## config.mk

```make
export PLATFORM = sky130hd
export DESIGN_NAME = irq_pend_ctrl
export DESIGN_NICKNAME = d
export VERILOG_FILES = /design/src/rtl/irq_pc_pkg.sv /design/src/rtl/irq_idx_dec.sv /design/src/rtl/irq_line_state.sv /design/src/rtl/irq_wake_seq.sv /design/src/rtl/irq_pend_ctrl.sv
export SDC_FILE = /design/constraint.sdc
export NUM_CORES = 1
export LEC_CHECK = 0
export BUFFER_PORTS_ARGS = -buffer_cell sky130_fd_sc_hd__buf_2
export CORE_MARGIN = 3
export CORE_UTILIZATION = 57
export DETAILED_ROUTE_END_ITERATION = 16
export PLACE_DENSITY = 0.82
export RECOVER_POWER = 50
export SYNTH_ARGS = -nofsm -noshare
export SYNTH_HDL_FRONTEND = slang
export SYNTH_SLANG_ARGS = --single-unit
```

## constraint.sdc

```tcl
create_clock -name clk -period 6.75 [get_ports clk]
set_clock_uncertainty 0.15 [all_clocks]
set_input_delay 1.35 -clock clk [delete_from_list [all_inputs] [get_ports clk]]
set_output_delay 1.35 -clock clk [all_outputs]
set_load 0.005 [all_outputs]
```

## src/rtl/irq_pc_pkg.sv

```systemverilog
package irq_pc_pkg;
  typedef enum logic [2:0] {
    OP_NONE   = 3'd0,
    OP_EN     = 3'd1,
    OP_DIS    = 3'd2,
    OP_CLR1   = 3'd3,
    OP_CLRALL = 3'd4,
    OP_CLREN  = 3'd5,
    OP_REEVAL = 3'd6
  } sw_op_e;
endpackage

```

## src/rtl/irq_idx_dec.sv

```systemverilog
module irq_idx_dec #(
  parameter int LINES = 40,
  parameter int IDX_W = 6
) (
  input  logic             vld,
  input  logic [IDX_W-1:0] idx,
  output logic [LINES-1:0] oh,
  output logic             bad
);
  for (genvar g = 0; g < LINES; g++) begin : g_line
    assign oh[g] = vld && (idx == IDX_W'(g));
  end
  assign bad = vld && (32'(idx) >= LINES);
endmodule

```

## src/rtl/irq_line_state.sv

```systemverilog
module irq_line_state
  import irq_pc_pkg::*;
#(
  parameter int LINES = 40
) (
  input  logic             clk,
  input  logic             rst_n,
  input  logic [LINES-1:0] hw_oh,
  input  logic [LINES-1:0] lvl_oh,
  input  logic             lvl_up,
  input  logic [LINES-1:0] sw_oh,
  input  sw_op_e           op,
  output logic [LINES-1:0] level_q,
  output logic [LINES-1:0] pre_q,
  output logic [LINES-1:0] mask_q,
  output logic [LINES-1:0] st_q,
  output logic             rise_any,
  output logic             en_hit
);
  logic [LINES-1:0] lvl_n, pre_n, mask_n, st_n, rise, rev, set_v;
  logic             upd;

  always_comb begin
    lvl_n  = level_q;
    rise   = '0;
    mask_n = mask_q;
    pre_n  = pre_q;
    st_n   = st_q;
    rev    = '0;
    if (lvl_up) begin
      rise  = lvl_oh & ~level_q;
      lvl_n = level_q | lvl_oh;
    end else begin
      lvl_n = level_q & ~lvl_oh;
    end
    case (op)
      OP_EN: begin
        mask_n = mask_q | sw_oh;
        st_n   = st_q | (sw_oh & pre_q);
      end
      OP_DIS:    mask_n = mask_q & ~sw_oh;
      OP_CLR1: begin
        pre_n = pre_q & ~sw_oh;
        st_n  = st_q & ~sw_oh;
      end
      OP_CLRALL: begin
        pre_n = '0;
        st_n  = '0;
      end
      OP_CLREN: begin
        pre_n = pre_q & ~mask_q;
        st_n  = '0;
      end
      OP_REEVAL: rev = sw_oh & level_q;
      default: ;
    endcase
    // pends land after the commands of the same cycle
    set_v = hw_oh | rise | rev;
    pre_n = pre_n | set_v;
    st_n  = st_n | (set_v & mask_n);
  end

  assign upd      = (|hw_oh) || (|lvl_oh) || (op != OP_NONE);
  assign rise_any = |rise;
  assign en_hit   = (op == OP_EN) && (|(sw_oh & pre_q));

  always_ff @(posedge clk or negedge rst_n) begin
    if (!rst_n) begin
      level_q <= '0;
      pre_q   <= '0;
      mask_q  <= '0;
      st_q    <= '0;
    end else if (upd) begin
      level_q <= lvl_n;
      pre_q   <= pre_n;
      mask_q  <= mask_n;
      st_q    <= st_n;
    end
  end
endmodule

```

## src/rtl/irq_wake_seq.sv

```systemverilog
module irq_wake_seq (
  input  logic clk,
  input  logic rst_n,
  input  logic lock_wr,
  input  logic lock_val,
  input  logic force_req,
  input  logic arm_hw,
  input  logic en_hit,
  input  logic st_any,
  output logic lock_q,
  output logic wake_q
);
  logic dly_q, frc_q;
  logic lock_n, dly_n, frc_n, wake_n, imm;

  always_comb begin
    lock_n = lock_wr ? lock_val : lock_q;
    imm    = (en_hit && !lock_q) ||
             (lock_q && lock_wr && !lock_val && st_any);
    dly_n  = (arm_hw && !lock_q) || force_req;
    frc_n  = force_req;
    wake_n = imm || (dly_q && (!lock_q || frc_q));
  end

  always_ff @(posedge clk or negedge rst_n) begin
    if (!rst_n) begin
      lock_q <= 1'b0;
      dly_q  <= 1'b0;
      frc_q  <= 1'b0;
      wake_q <= 1'b0;
    end else begin
      if (lock_wr) lock_q <= lock_n;
      dly_q  <= dly_n;
      frc_q  <= frc_n;
      wake_q <= wake_n;
    end
  end
endmodule

```

## src/rtl/irq_pend_ctrl.sv

```systemverilog
module irq_pend_ctrl
  import irq_pc_pkg::*;
#(
  parameter int LINES = 40,
  parameter int IDX_W = 6
) (
  input  logic             clk,
  input  logic             rst_n,
  input  logic             hw_pend_vld,
  input  logic [IDX_W-1:0] hw_pend_idx,
  input  logic             lvl_vld,
  input  logic             lvl_up,
  input  logic [IDX_W-1:0] lvl_idx,
  input  logic [2:0]       sw_op,
  input  logic [IDX_W-1:0] sw_idx,
  input  logic             lock_wr,
  input  logic             lock_val,
  input  logic             force_wake,
  output logic [LINES-1:0] level_o,
  output logic [LINES-1:0] pend_o,
  output logic [LINES-1:0] mask_o,
  output logic [LINES-1:0] status_o,
  output logic             lock_o,
  output logic             wake_o,
  output logic             err_o
);
  logic [1:0]       rst_sync_q;
  logic             rst_i_n;
  logic [LINES-1:0] hw_oh, lvl_oh, sw_oh;
  logic             bad_hw, bad_lvl, bad_sw, sw_indexed;
  logic             rise_any, en_hit, err_q;
  sw_op_e           op;

  always_ff @(posedge clk or negedge rst_n) begin
    if (!rst_n) rst_sync_q <= 2'b00;
    else        rst_sync_q <= {rst_sync_q[0], 1'b1};
  end
  assign rst_i_n = rst_sync_q[1];

  assign op = sw_op_e'(sw_op);
  assign sw_indexed = (op == OP_EN) || (op == OP_DIS) ||
                      (op == OP_CLR1) || (op == OP_REEVAL);

  irq_idx_dec #(.LINES(LINES), .IDX_W(IDX_W)) u_dec_hw (
    .vld(hw_pend_vld), .idx(hw_pend_idx), .oh(hw_oh), .bad(bad_hw));
  irq_idx_dec #(.LINES(LINES), .IDX_W(IDX_W)) u_dec_lvl (
    .vld(lvl_vld), .idx(lvl_idx), .oh(lvl_oh), .bad(bad_lvl));
  irq_idx_dec #(.LINES(LINES), .IDX_W(IDX_W)) u_dec_sw (
    .vld(sw_indexed), .idx(sw_idx), .oh(sw_oh), .bad(bad_sw));

  irq_line_state #(.LINES(LINES)) u_lines (
    .clk(clk), .rst_n(rst_i_n),
    .hw_oh(hw_oh), .lvl_oh(lvl_oh), .lvl_up(lvl_up),
    .sw_oh(sw_oh), .op(op),
    .level_q(level_o), .pre_q(pend_o), .mask_q(mask_o), .st_q(status_o),
    .rise_any(rise_any), .en_hit(en_hit));

  irq_wake_seq u_wake (
    .clk(clk), .rst_n(rst_i_n),
    .lock_wr(lock_wr), .lock_val(lock_val), .force_req(force_wake),
    .arm_hw((|hw_oh) || rise_any), .en_hit(en_hit), .st_any(|status_o),
    .lock_q(lock_o), .wake_q(wake_o));

  always_ff @(posedge clk or negedge rst_i_n) begin
    if (!rst_i_n) err_q <= 1'b0;
    else          err_q <= bad_hw || bad_lvl || bad_sw;
  end
  assign err_o = err_q;
endmodule

```

Word-level counts from Yosys, hierarchy flattened
Cells that the tools add are included.
Word-level totals
  input bits: 29
  output and inout port bits: 163
  register bits: 167
  word-level logic and storage cells: 316
Cells by class
  reduce and logical (&&, ||, !) cells: 154
  equality and inequality tests: 123
  bitwise operators: 20
  magnitude comparators: 3
  muxes and demuxes: 6
Operators by type and width (number)
  40-bit AND: 9
  6-bit by 5-bit == test with 1-bit output (second input constant): 48
  40-bit bitwise OR: 7
  40-bit one-hot mux with 3 select lines: 2
  40-bit OR reduction: 5
  40-bit inverter: 4
  6-bit by 4-bit == test with 1-bit output (second input constant): 24
  6-bit == test (second input constant): 24
  1-bit logical AND: 130
  40-bit 2-to-1 mux: 3
  40-bit one-hot mux with 2 select lines: 1
  6-bit by 3-bit == test with 1-bit output (second input constant): 12
  6-bit by 2-bit == test with 1-bit output (second input constant): 6
  6-bit by 1-bit == test with 1-bit output (second input constant): 3
  6-bit >= comparator (second input constant): 3
  6-bit zero test: 3
  1-bit logical OR: 12
  3-bit == test (second input constant): 3
  3-bit by 2-bit == test with 1-bit output (second input constant): 2
  3-bit by 1-bit == test with 1-bit output (second input constant): 1
  3-bit nonzero test: 1
  1-bit zero test: 2
  2-bit OR reduction: 1

Depth between registers and ports, before layout
Gate-level depths: netlist of run 1.
  word-level depth: 11
  mapped depth: 10
  mapped depth without buffers: 6

Modules after synthesis
Synthesis of run 1 repeated with hierarchy kept, for this count alone.
Unflattened totals
  cells, all modules: 1246
  area total of the unflattened synthesis: 10303.6 um2
Modules (own cells, without submodules)
  irq_line_state: seq. area each 4003.8 um2, cells an instance 1000, area an instance 8625.8 um2, instances 1
  irq_idx_dec: seq. area each 0.0 um2, cells an instance 66, area an instance 416.6 um2, instances 3
  irq_pend_ctrl: seq. area each 75.1 um2, cells an instance 36, area an instance 285.3 um2, instances 1
  irq_wake_seq: seq. area each 100.1 um2, cells an instance 12, area an instance 142.6 um2, instances 1

Worst setup path after synthesis of run 1
Ideal clock, no wire load.
  kind: input to register
  start: in sw_op[1]
  end: reg u_lines.st_q[13]
  arrival: 2.808 ns
  cell stages on the path: 8
  required time: 6.479 ns
  setup time: 0.121 ns
  path buffers: 2
  setup slack: 3.671 ns
  cells stage by stage: buf_6 nor2b_1 buf_4 o2111ai_4 nor2_1 a31o_1 a311o_1 a22o_1
Between the ends
  longest elaborated chain between the ends: 10
  elaborated cells between the ends (all ways): 26
  classes of those cells: eq/ne (6); mux (3); bitwise (10); reduce/logical (7)
RTL lines
  start, declared: RTL line irq_pend_ctrl.sv:14  | input logic [2:0] sw_op,
  3-bit by 1-bit == test with 1-bit output or 3-bit by 2-bit == test with 1-bit output (tied branches): RTL line irq_line_state.sv:36, irq_pend_ctrl.sv:41
  1-bit logical OR (2 in a row): RTL line irq_pend_ctrl.sv:41  | assign sw_indexed = (op == OP_EN) || (op == OP_DIS) ||
  1-bit logical OR: RTL line irq_pend_ctrl.sv:42  | (op == OP_CLR1) || (op == OP_REEVAL);
  1-bit logical AND: RTL line irq_idx_dec.sv:11  | assign oh[g] = vld && (idx == IDX_W'(g));
  40-bit inverter or 40-bit AND (tied branches): RTL line irq_line_state.sv:41, irq_line_state.sv:44, irq_line_state.sv:54
  40-bit AND or 40-bit 2-to-1 mux (tied branches): RTL line irq_line_state.sv:41, irq_line_state.sv:36
  40-bit one-hot mux with 2 select lines or 40-bit bitwise OR (tied branches): RTL line irq_line_state.sv:36, irq_line_state.sv:58
  40-bit AND: RTL line irq_line_state.sv:60  | st_n = st_n | (set_v & mask_n);
  40-bit bitwise OR: RTL line irq_line_state.sv:60
  end signal, assigned: RTL line irq_line_state.sv:77  | st_q <= st_n;
  end, declared: RTL line irq_line_state.sv:16  | output logic [LINES-1:0] st_q,
Parallel ways exist; a longest one is shown, timed or not.
A chain may end at the register's enable or synchronous reset.

Worst setup path in the final report of run 1
  start: in sw_op[0]
  end: reg u_lines.st_q[10]
Same word-level chain as after synthesis.

==> results of run 1 <==
power by group:
| part | switching [uW] | total, uW | internal [uW] |
|---|---|---|---|
| Sequential | 122 | 1190 | 1070 |
| Clock | 466 | 1040 | 573 |
| Combinational | 241 | 384 | 142 |
| Total | 830 | 2610 | 1780 |
placed cells by master, fill, tap and decap left out, types with 7 or more instances in the layout:
cell and instances:
a21o_1 36, a21oi_1 16, a22o_1 38, a22oi_1 13
a311oi_1 10, a31oi_1 17, a41oi_1 7, buf_2 164
buf_4 12, clkbuf_1 25, clkbuf_16 17, dfrtp_1 167
inv_1 7, mux2_2 29, mux2i_1 9, nand2_1 104
nand2_4 8, nand2b_1 19, nand3_1 58, nand4_1 12
nor2_1 75, nor2b_1 55, nor3_1 37, nor4_1 17
o211ai_1 11, o21ai_0 71, o21ai_1 44, o21bai_1 8
o221ai_1 38, o32ai_1 10
per-layer routing:
layer | wire length (um) | GRT usage
met5 | 13 | 0
met4 | 2240 | 0.189
met3 | 5670 | 0.117
met2 | 17500 | 0.603
met1 | 15500 | 0.576
cell families after synthesis:
family          Yosys count  synth area share
other cells               1          0.000371
simple gates            436             0.228
buf+inv                  91            0.0457
flops                   167             0.413
mux                      40            0.0457
compound gates          374             0.267
final cells by class:
| class | count | area, sq um |
|---|---|---|
| fill | 1453 | 5760 |
| multi-input combinational | 851 | 5490 |
| sequential | 167 | 4180 |
| timing repair buffer | 203 | 1010 |
| clock buffer | 18 | 439 |
| tap | 225 | 282 |
| clock inverter | 14 | 174 |
| inverter | 7 | 26.3 |
through the flow:
stage                     instance area, sq um  setup slack [ps]
after floorplan                          10100              1600
after global placement                   11000              2200
after detailed placement                 11000              2150
after CTS                                11600              2610
after global routing                     11600              2320
final                                    11600              2410
worst max-delay path, delay by kind of cell:
| family | cells | cell delay [ps] |
|---|---|---|
| AO/OA/AOI/OAI | 4 | 1560 |
| buffers and inverters | 1 | 720 |
| AND/OR/NAND/NOR | 2 | 880 |
path summary, 6_finish.rpt:
path / slack (ps) / cells after the start / to / startpoint
worst max-delay path: 2410 / 7 / u_lines.st_q[10] / sw_op[0]
worst min-delay path: 210 / 0 / rst_sync_q[1] / rst_sync_q[0]
worst max register to register: 4260 / 6 / u_wake.wake_q / u_lines.pre_q[30]
worst min register to register: 210 / 0 / rst_sync_q[1] / rst_sync_q[0]
max in group asynchronous: 4380 / 1 / u_lines.st_q[30] / rst_sync_q[1]
min in group asynchronous: 470 / 0 / asynchronous set/reset pin / rst_sync_q[1]
==> impl_results.rst, run 1 <==
.. list-table::
   :header-rows: 1

   * - Metric
     - Value
   * - Worst slew margin relative to its limit
     - 0.0171
   * - Run status
     - complete, no violations
   * - Synth area leader
     - dfrtp_1
   * - Area of the mapped netlist
     - a little over 10000 sq um
   * - Htree depth
     - 4
   * - Maximum number of pins on one net before global-route repair
     - about 70
   * - Critical path's slowest cell
     - a211oi_4
   * - Worst-path cell chain
     - buf_2, nand2b_1, a211oi_4, nand3_2, o21ai_1, o21ai_1, a22o_1
   * - Max-cap viol count
     - 0
   * - Number of nets produced by synthesis
     - between 1000 and 1500
   * - Worst IR drop on VDD
     - about 0.18 mV
   * - Required time at the worst-slack endpoint
     - between 6000 and 7000 ps
   * - Grt ovf
     - 0
   * - Post-CTS resize count
     - 0
   * - Final hold viol count
     - 0
   * - RSZ-0062 raised after global routing
     - false
   * - First-pass GRT wire length
     - between 60000 and 70000 um
   * - Share of post-route cells with drive strength above 1
     - 0.223
   * - Most common flop cell mapped by yosys
     - dfrtp_1
   * - Overall die width
     - roughly 140 um
   * - Ratio of final minimum period to clock period
     - 0.642
   * - Vertical die dimension
     - around 140 um
   * - Share of async-settable or async-resettable flops after synthesis
     - 1.00
   * - Clock latency on the worst-skew pair
     - 440 ps
   * - Kind of end point of the critical path
     - flip-flop
   * - Gate count after technology mapping
     - ~1100
   * - Critical path start-end classification
     - in2reg
   * - Achievable frequency
     - 231 MHz
   * - DRC viols
     - 0
   * - Post-detailed-route via-to-cell ratio
     - around 7.2
   * - Final core utilization
     - 0.668
   * - Average instance area after synthesis
     - a little over 9 sq um
   * - Delay contributed by the slowest stage of the critical path
     - a little under 1000 ps
   * - Deepest clock path buffer count
     - 2
   * - Static leakage
     - ~0.0053 uW
   * - Non-filler cells in the finished layout
     - about 1500
   * - Crit path arrival time
     - 4510 ps
   * - Number of rows created at floorplan
     - between 40 and 50
   * - Final-report max-slew violation count
     - 0
   * - Period minus WS final
     - 4340 ps
   * - Number of buffers added on ports
     - approximately 190
   * - Post-layout nets
     - roughly 1300
   * - Tightest Hold Check Type
     - reg2reg
   * - Area of the die
     - between 15000 and 20000 sq um
   * - Post-synth top area share
     - 0.413
   * - Hold slack final
     - about 210 ps
   * - Post-synth cell types
     - 80
   * - Power per cell area
     - 225 nW/um^2
   * - Top cells by area, synth
     - dfrtp_1 (41%), nand2_1 (3.9%), o21ai_0 (3.5%)
   * - # Post-CTS Setup Buffers
     - 0
   * - Total number of vias
     - roughly 11000
   * - Clock tree from TritonCTS
     - done
   * - Effective utilization at floorplan
     - 0.583
   * - Final setup fails
     - 0
   * - Cts hold-fix bufs
     - 0
   * - Share of the yosys chip area belonging to registers
     - 0.413
   * - Placed Cells
     - 1453
   * - Final HPWL DP
     - 29300 um
   * - Count of yosys warnings during synthesis
     - 0
   * - Via count of the first global-routing pass
     - approximately 10000
   * - Area growth, synth to finish
     - 14.7%
   * - Total Routing Usage GR
     - 0.414
   * - Number of enable-type register cells in the synthesized netlist
     - 0
   * - Diodes inserted
     - 0
   * - Cell with the most instances on the worst path
     - o21ai_1
   * - Startpoint type of the worst setup path
     - input port
   * - Clock Pin Slew Worst Setup and Hold Paths
     - approximately 70 ps
   * - Starting DRC count in detailed routing
     - 1900
   * - CTS sink count
     - 167
   * - Area inside the core boundary
     - about 17000 sq um
   * - Actual slew at the worst max-slew pin
     - between 1000 and 1500 ps
   * - Top cells by instance count after synthesis
     - dfrtp_1 (167), nand2_1 (104), nor2_1 (76)
   * - Synth Register Bits
     - 167
   * - Number of buffers created by CTS
     - 17
   * - Maximum net fanout on the critical path
     - 46
   * - Overall power consumption
     - between 2000 and 3000 uW
   * - Pre-Repair DR Iteration Count
     - 6
   * - Clock tree root buffer cell
     - clkbuf_16
   * - Detail Route Antenna Nets
     - 0
   * - Leading cell type by number of instances after synthesis
     - dfrtp_1
   * - Antenna violations before repair
     - 1
   * - Number of top-level pins
     - approximately 190
   * - Setup TNS
     - 0 ps
   * - Final Routed Wirelength
     - 40900 um
   * - Routed wire length per instance
     - between 20 and 30 um
   * - Placer's final routability congestion estimate
     - roughly 1.0
Note: power is estimated with default switching activity, not from simulation.
==> inputs of run 2 (changes only) <==
==> constraint.sdc (replaced) <==
create_clock -name clk -period 4.4 [get_ports clk]
set_clock_uncertainty 0.15 [all_clocks]
set_input_delay 0.88 -clock clk [delete_from_list [all_inputs] [get_ports clk]]
set_output_delay 0.88 -clock clk [all_outputs]
set_load 0.005 [all_outputs]
==> run 2 against run 1 <==
Clock-buffer cell count is 2 higher. Sequential power is 52% higher. Sequential share of layout area is 0.34 points lower. Final cell count is 1.3% higher. Worst setup slack worse by 1500 ps. Flip-flop and latch count stayed put. Non-clock buffer count is 19 higher. Hold slack worse by 150 ps. Global-route usage is 0.46 points lower. Wire length is 1.9% lower. Critical endpoint is now u_lines.st_q[24]. Critical path type unchanged.
==> impl_results.rst, run 2 (synthesis results as in run 1) <==
.. list-table::
   :header-rows: 1

   * - Metric
     - Value
   * - Final-report max-slew violation count
     - 0
   * - Critical path start-end classification
     - in2reg
   * - First-pass GRT wire length
     - ~60000 um
   * - Non-filler cells in the finished layout
     - 1504
   * - Worst path bufs/invs
     - 1
   * - Clock tree root buffer cell
     - clkbuf_16
   * - Overall die width
     - ~140 um
   * - Static leakage
     - around 0.0053 uW
   * - Place WS
     - ~1000 ps
   * - Critical path's slowest cell
     - clkbuf_1
   * - Vertical die dimension
     - 139 um
   * - Cell family contributing the most delay on the critical path
     - compound AO/OA/AOI/OAI gates
   * - Share of post-route cells with drive strength above 1
     - 0.228
   * - Post-detailed-route via-to-cell ratio
     - 7.11
   * - Worst-path cell chain
     - clkbuf_1, nand2b_4, a211oi_4, nand3_1, o21ai_0, o21ai_1, a22o_1
   * - Cts hold-fix bufs
     - 0
   * - Clock Pin Slew Worst Setup and Hold Paths
     - ~70 ps
   * - Worst setup margin
     - 922 ps
   * - Max-cap viol count
     - 0
   * - Setup TNS
     - 0 ps
   * - Maximum number of pins on one net before global-route repair
     - 95
   * - Final Routed Wirelength
     - about 40000 um
   * - Kind of end point of the critical path
     - flip-flop
   * - Beginning of the critical path
     - sw_op[1]
   * - Antenna violations before repair
     - 0
   * - Crit Reg-Reg Startpoint
     - u_lines.st_q[4]
   * - Area growth, synth to finish
     - 15.8%
   * - Register cell area after layout
     - between 4000 and 5000 sq um
   * - Deepest clock path buffer count
     - 2
   * - Htree depth
     - 4
   * - Power per cell area
     - roughly 330 nW/um^2
   * - Via count of the first global-routing pass
     - roughly 10000
   * - Total number of vias
     - 10700
   * - Area inside the core boundary
     - 17400 sq um
   * - Clock latency on the worst-skew pair
     - 440 ps
   * - Total Routing Usage GR
     - 0.409
   * - Placer's final routability congestion estimate
     - around 1.1
   * - Most common library cell in the layout ignoring fill and taps
     - dfrtp_1
   * - Run status
     - complete, no violations
   * - Achievable frequency
     - about 290 MHz
   * - Worst slew margin relative to its limit
     - 0.100
   * - Grt ovf
     - 0
   * - # Post-CTS Setup Buffers
     - 0
   * - Area of the die
     - between 15000 and 20000 sq um
   * - Required time at the worst-slack endpoint
     - between 4000 and 5000 ps
   * - Number of rows created at floorplan
     - 48
   * - Period minus WS final
     - roughly 3500 ps
   * - Final HPWL DP
     - between 20000 and 30000 um
   * - Maximum net fanout on the critical path
     - 16
   * - Post-layout nets
     - approximately 1300
   * - Tightest Hold Check Type
     - in2async
   * - Diodes inserted
     - 0
   * - Final setup fails
     - 0
   * - Effective utilization at floorplan
     - 0.583
   * - Pre-Repair DR Iteration Count
     - 6
   * - Starting DRC count in detailed routing
     - 1585
   * - Final hold viol count
     - 0
   * - RSZ-0062 raised after global routing
     - false
   * - Detail Route Antenna Nets
     - 0
   * - Leading cell types in the layout, fill and taps excluded
     - dfrtp_1 (167), buf_2 (157), nand2_1 (104)
   * - Number of buffers created by CTS
     - 17
   * - Area of the multi-input gates
     - about 5500 sq um
   * - Ratio of final minimum period to clock period
     - 0.790
   * - Routed wire length per instance
     - 26.7 um
   * - Actual slew at the worst max-slew pin
     - about 1300 ps
   * - Number of fillers in the final layout
     - roughly 1500
   * - Delay contributed by the slowest stage of the critical path
     - 860 ps
   * - Startpoint type of the worst setup path
     - input port
   * - Number of buffers added on ports
     - ~190
   * - Worst IR drop on VDD
     - roughly 0.27 mV
   * - DRC viols
     - 0
   * - CTS sink count
     - roughly 170
   * - Number of top-level pins
     - 192
   * - Post-CTS resize count
     - 0
   * - Clock tree from TritonCTS
     - done
   * - Placed Cells
     - roughly 1500
   * - Crit path arrival time
     - about 3700 ps
-- run 2: cell count changes in the layout (fill, tap and decap cells not counted) --
cell,change
buf_1,-2
buf_12,+2
buf_2,-7
buf_4,+16
bufinv_16,-1
clkbuf_1,+11
clkbuf_2,+1
clkinvlp_4,+5
inv_6,-2
inv_8,-4
-- run 2: area by class of cell --
type | count | share of cell area
multi-input combinational | 851 | 0.469
sequential | 167 | 0.357
timing repair buffer | 222 | 0.0998
clock buffer | 20 | 0.0382
tap | 225 | 0.0240
clock inverter | 12 | 0.0102
inverter | 7 | 0.00224
-- run 2: power breakdown --
group	internal (uW)	switching, uW
Clock	801	669
Combinational	229	369
Sequential	1640	179
-- run 2: per-stage QoR --
| stage | util | total power [uW] | hold slack [ps] | cell area [sq um] |
|---|---|---|---|---|
| 6_report | 0.675 | 3880 | 56.3 | 11700 |
| 3_3_place_gp | 0.645 | 2400 | 47.1 | 11200 |
| 3_5_place_dp | 0.645 | 2410 | 49.8 | 11200 |
| 4_1_cts | 0.677 | 3860 | 49.8 | 11800 |
| 2_1_floorplan | - | 2110 | 181 | 10100 |
| 5_1_grt | 0.675 | 4000 | 63.5 | 11700 |
-- run 2: path summary, 6_finish.rpt --
path	end	slack, ps	cells past startpoint
setup / recovery	u_lines.st_q[24]	920	7
hold / removal	rst_sync_q[1]	60	1
min in group clk	rst_sync_q[1]	200	0
max in group asynchronous	u_lines.st_q[1]	2120	1
setup reg to reg	u_wake.wake_q	2010	6
hold reg to reg	u_lines.st_q[9]	180	0
-- run 2: layer usage --
layer	vias to the layer above	global-route usage	part of all wire
li1	4531	-	-
met1	5085	0.568	0.38
met2	937	0.599	0.43
met3	147	0.110	0.14
met4	0	0.196	0.048
met5	-	0	0
==> inputs of run 3 (changes only) <==
==> constraint.sdc (replaced) <==
create_clock -name clk -period 3.3 [get_ports clk]
set_clock_uncertainty 0.15 [all_clocks]
set_input_delay 0.66 -clock clk [delete_from_list [all_inputs] [get_ports clk]]
set_output_delay 0.66 -clock clk [all_outputs]
set_load 0.005 [all_outputs]
==> run 3 against run 2 <==
The run now ends with capacitance limit, slew limit left. Power rose by 34%. Register-to-register slack got worse by 1500 ps. Worst setup slack got worse by 600 ps. Wire length rose by 3.1%. Critical endpoint is now u_lines.st_q[32]. Highest routed layer unchanged.
==> impl_results.rst, run 3 (synthesis results as in run 1) <==
.. list-table::
   :header-rows: 1

   * - Metric
     - Value
   * - Run status
     - complete, but fails checks
   * - Violated checks
     - capacitance limit, slew limit
   * - Number of rows created at floorplan
     - 48
   * - Via count of the first global-routing pass
     - just over 10000
   * - First-pass GRT wire length
     - roughly 63000 um
   * - Final HPWL DP
     - 30200 um
   * - Ratio of final minimum period to clock period
     - 0.903
   * - Most common library cell in the layout ignoring fill and taps
     - dfrtp_1
   * - Final Routed Wirelength
     - ~41000 um
   * - Leading cell types in the layout, fill and taps excluded
     - dfrtp_1 (167), buf_2 (157), nand2_1 (104)
   * - Clock latency on the worst-skew pair
     - between 400 and 500 ps
   * - Clock Pin Slew Worst Setup and Hold Paths
     - 70 ps
   * - Critical path start-end classification
     - in2reg
   * - Total Routing Usage GR
     - 0.420
   * - Achievable frequency
     - roughly 340 MHz
   * - Clock network fraction of design power
     - 0.377
   * - Required time at the worst-slack endpoint
     - about 3500 ps
   * - Final setup fails
     - 0
   * - Kind of end point of the critical path
     - flip-flop
   * - Maximum number of pins on one net before global-route repair
     - slightly above 70
   * - Place WS
     - approximately 8.4 ps
   * - Area inside the core boundary
     - around 17000 sq um
   * - Clock tree root buffer cell
     - clkbuf_16
   * - Placed Cells
     - between 1000 and 1500
   * - Worst slew margin relative to its limit
     - -0.215
   * - Crit path arrival time
     - between 3000 and 4000 ps
   * - CTS sink count
     - 167
   * - Number of buffers created by CTS
     - 17
   * - RSZ-0062 raised after global routing
     - false
   * - Placer's final routability congestion estimate
     - 1.04
   * - Sequential cell fraction of total power
     - 0.467
   * - Area growth, synth to finish
     - 17.2%
   * - Post-detailed-route via-to-cell ratio
     - roughly 7.1
   * - Grt ovf
     - 0
   * - Maximum net fanout on the critical path
     - 22
   * - Startpoint type of the worst setup path
     - input port
   * - Post-layout nets
     - 1314
   * - Internal Power
     - roughly 3500 uW
   * - Final-report max-slew violation count
     - roughly 40
   * - Proportion of power drawn by combinational gates
     - 0.156
   * - Total number of vias
     - 10886
   * - Worst IR drop on VDD
     - 0.363 mV
   * - Htree depth
     - 4
   * - Final hold viol count
     - 0
   * - Routed wire length per instance
     - around 27 um
   * - Max-cap viol count
     - 1
   * - Number of top-level pins
     - around 190
   * - Power per cell area
     - ~440 nW/um^2
   * - Number of buffers added on ports
     - between 150 and 200
   * - Vertical die dimension
     - about 140 um
   * - Pre-Repair DR Iteration Count
     - 6
   * - Setup TNS
     - 0 ps
   * - Worst setup margin
     - ~320 ps
   * - Detail Route Antenna Nets
     - 0
   * - DRC viols
     - 0
   * - Deepest clock path buffer count
     - 2
   * - Overall die width
     - ~140 um
   * - Switching power share of the total
     - 0.326
   * - Actual slew at the worst max-slew pin
     - between 1500 and 2000 ps
   * - Tightest Hold Check Type
     - reg2reg
   * - Switching Power
     - around 1700 uW
   * - Non-filler cells in the finished layout
     - around 1500
   * - Clock tree from TritonCTS
     - done
   * - Worst Reg-to-Reg Cells
     - 1
   * - Antenna violations before repair
     - 0
   * - Period minus WS final
     - 2980 ps
   * - Area of the die
     - roughly 19000 sq um
   * - Static leakage
     - 0.00542 uW
   * - Effective utilization at floorplan
     - 0.583
   * - Share of post-route cells with drive strength above 1
     - 0.235
   * - Worst hold path cell count
     - 0
   * - Starting DRC count in detailed routing
     - ~1600
run 3: changes by cell type in the layout (fill, tap and decap cells not counted), moves of 2 or more:
cell,change
clkinvlp_4,-5
clkinv_4,+3
buf_4,+11
buf_12,+2
clkbuf_1,+4
inv_6,+2
run 3: timing repair:
item / CTS / global route
hold buffers: 1 / 0
hold endpoints to repair: 2 / 0
gates resized for setup: 0 / 0
setup buffers: 0 / 0
run 3: path summary, 6_finish.rpt:
check / start / endpoint / slack [ps]
setup / recovery: sw_idx[0] / u_lines.st_q[32] / 320
hold / removal: rst_sync_q[0] / rst_sync_q[1] / 210
max in group asynchronous: rst_sync_q[1] / u_lines.pre_q[22] / 530
min in group asynchronous: rst_n / rst_sync_q[0] / 370
setup reg to reg: rst_sync_q[1] / u_lines.pre_q[22] / 530
hold reg to reg: rst_sync_q[0] / rst_sync_q[1] / 210
run 3: routing by layer:
metal / vias up / track usage / share of wire
li1: 4576 / - / -
met1: 5214 / 0.616 / 0.39
met2: 944 / 0.615 / 0.43
met3: 152 / 0.0886 / 0.13
met4: 0 / 0.164 / 0.041
met5: - / 0 / 0
run 3: worst max-delay path, cell delays in order:
cell      delay [ps]
buf_2            520
nor2_1           400
nand2_1          250
nor2_1            80
a311oi_1         720
buf_4            230
o31ai_1           70
a22o_1           230
run 3: power groups by stage:
stage / clock network [uW] / registers [uW] / logic, uW
floorplan: 0 / 2380 / 434
global placement: 0 / 2440 / 782
detailed placement: 0 / 2440 / 795
CTS: 1940 / 2410 / 801
global route: 2050 / 2430 / 868
finish: 1960 / 2430 / 810
run 3: cell type report:
class / instances / area (sq um)
Clock inverter: 13 / 111
Inverter: 7 / 26.3
Multi-Input combinational cell: 851 / 5490
Tap cell: 225 / 282
Clock buffer: 19 / 443
Sequential cell: 167 / 4180
Timing Repair Buffer: 241 / 1320
Antenna cell: 1 / 2.50
Fill cell: 1460 / 5510
run 3: per-stage QoR:
step | area [sq um] | utilization | hold slack [ps] | total power [uW]
4_1_cts | 11900 | 0.686 | 198 | 5150
6_report | 11900 | 0.683 | 208 | 5190
3_5_place_dp | 11400 | 0.654 | 192 | 3240
5_1_grt | 11800 | 0.683 | 216 | 5340
3_3_place_gp | 11400 | 0.654 | 188 | 3230
2_1_floorplan | 10100 | - | 181 | 2820
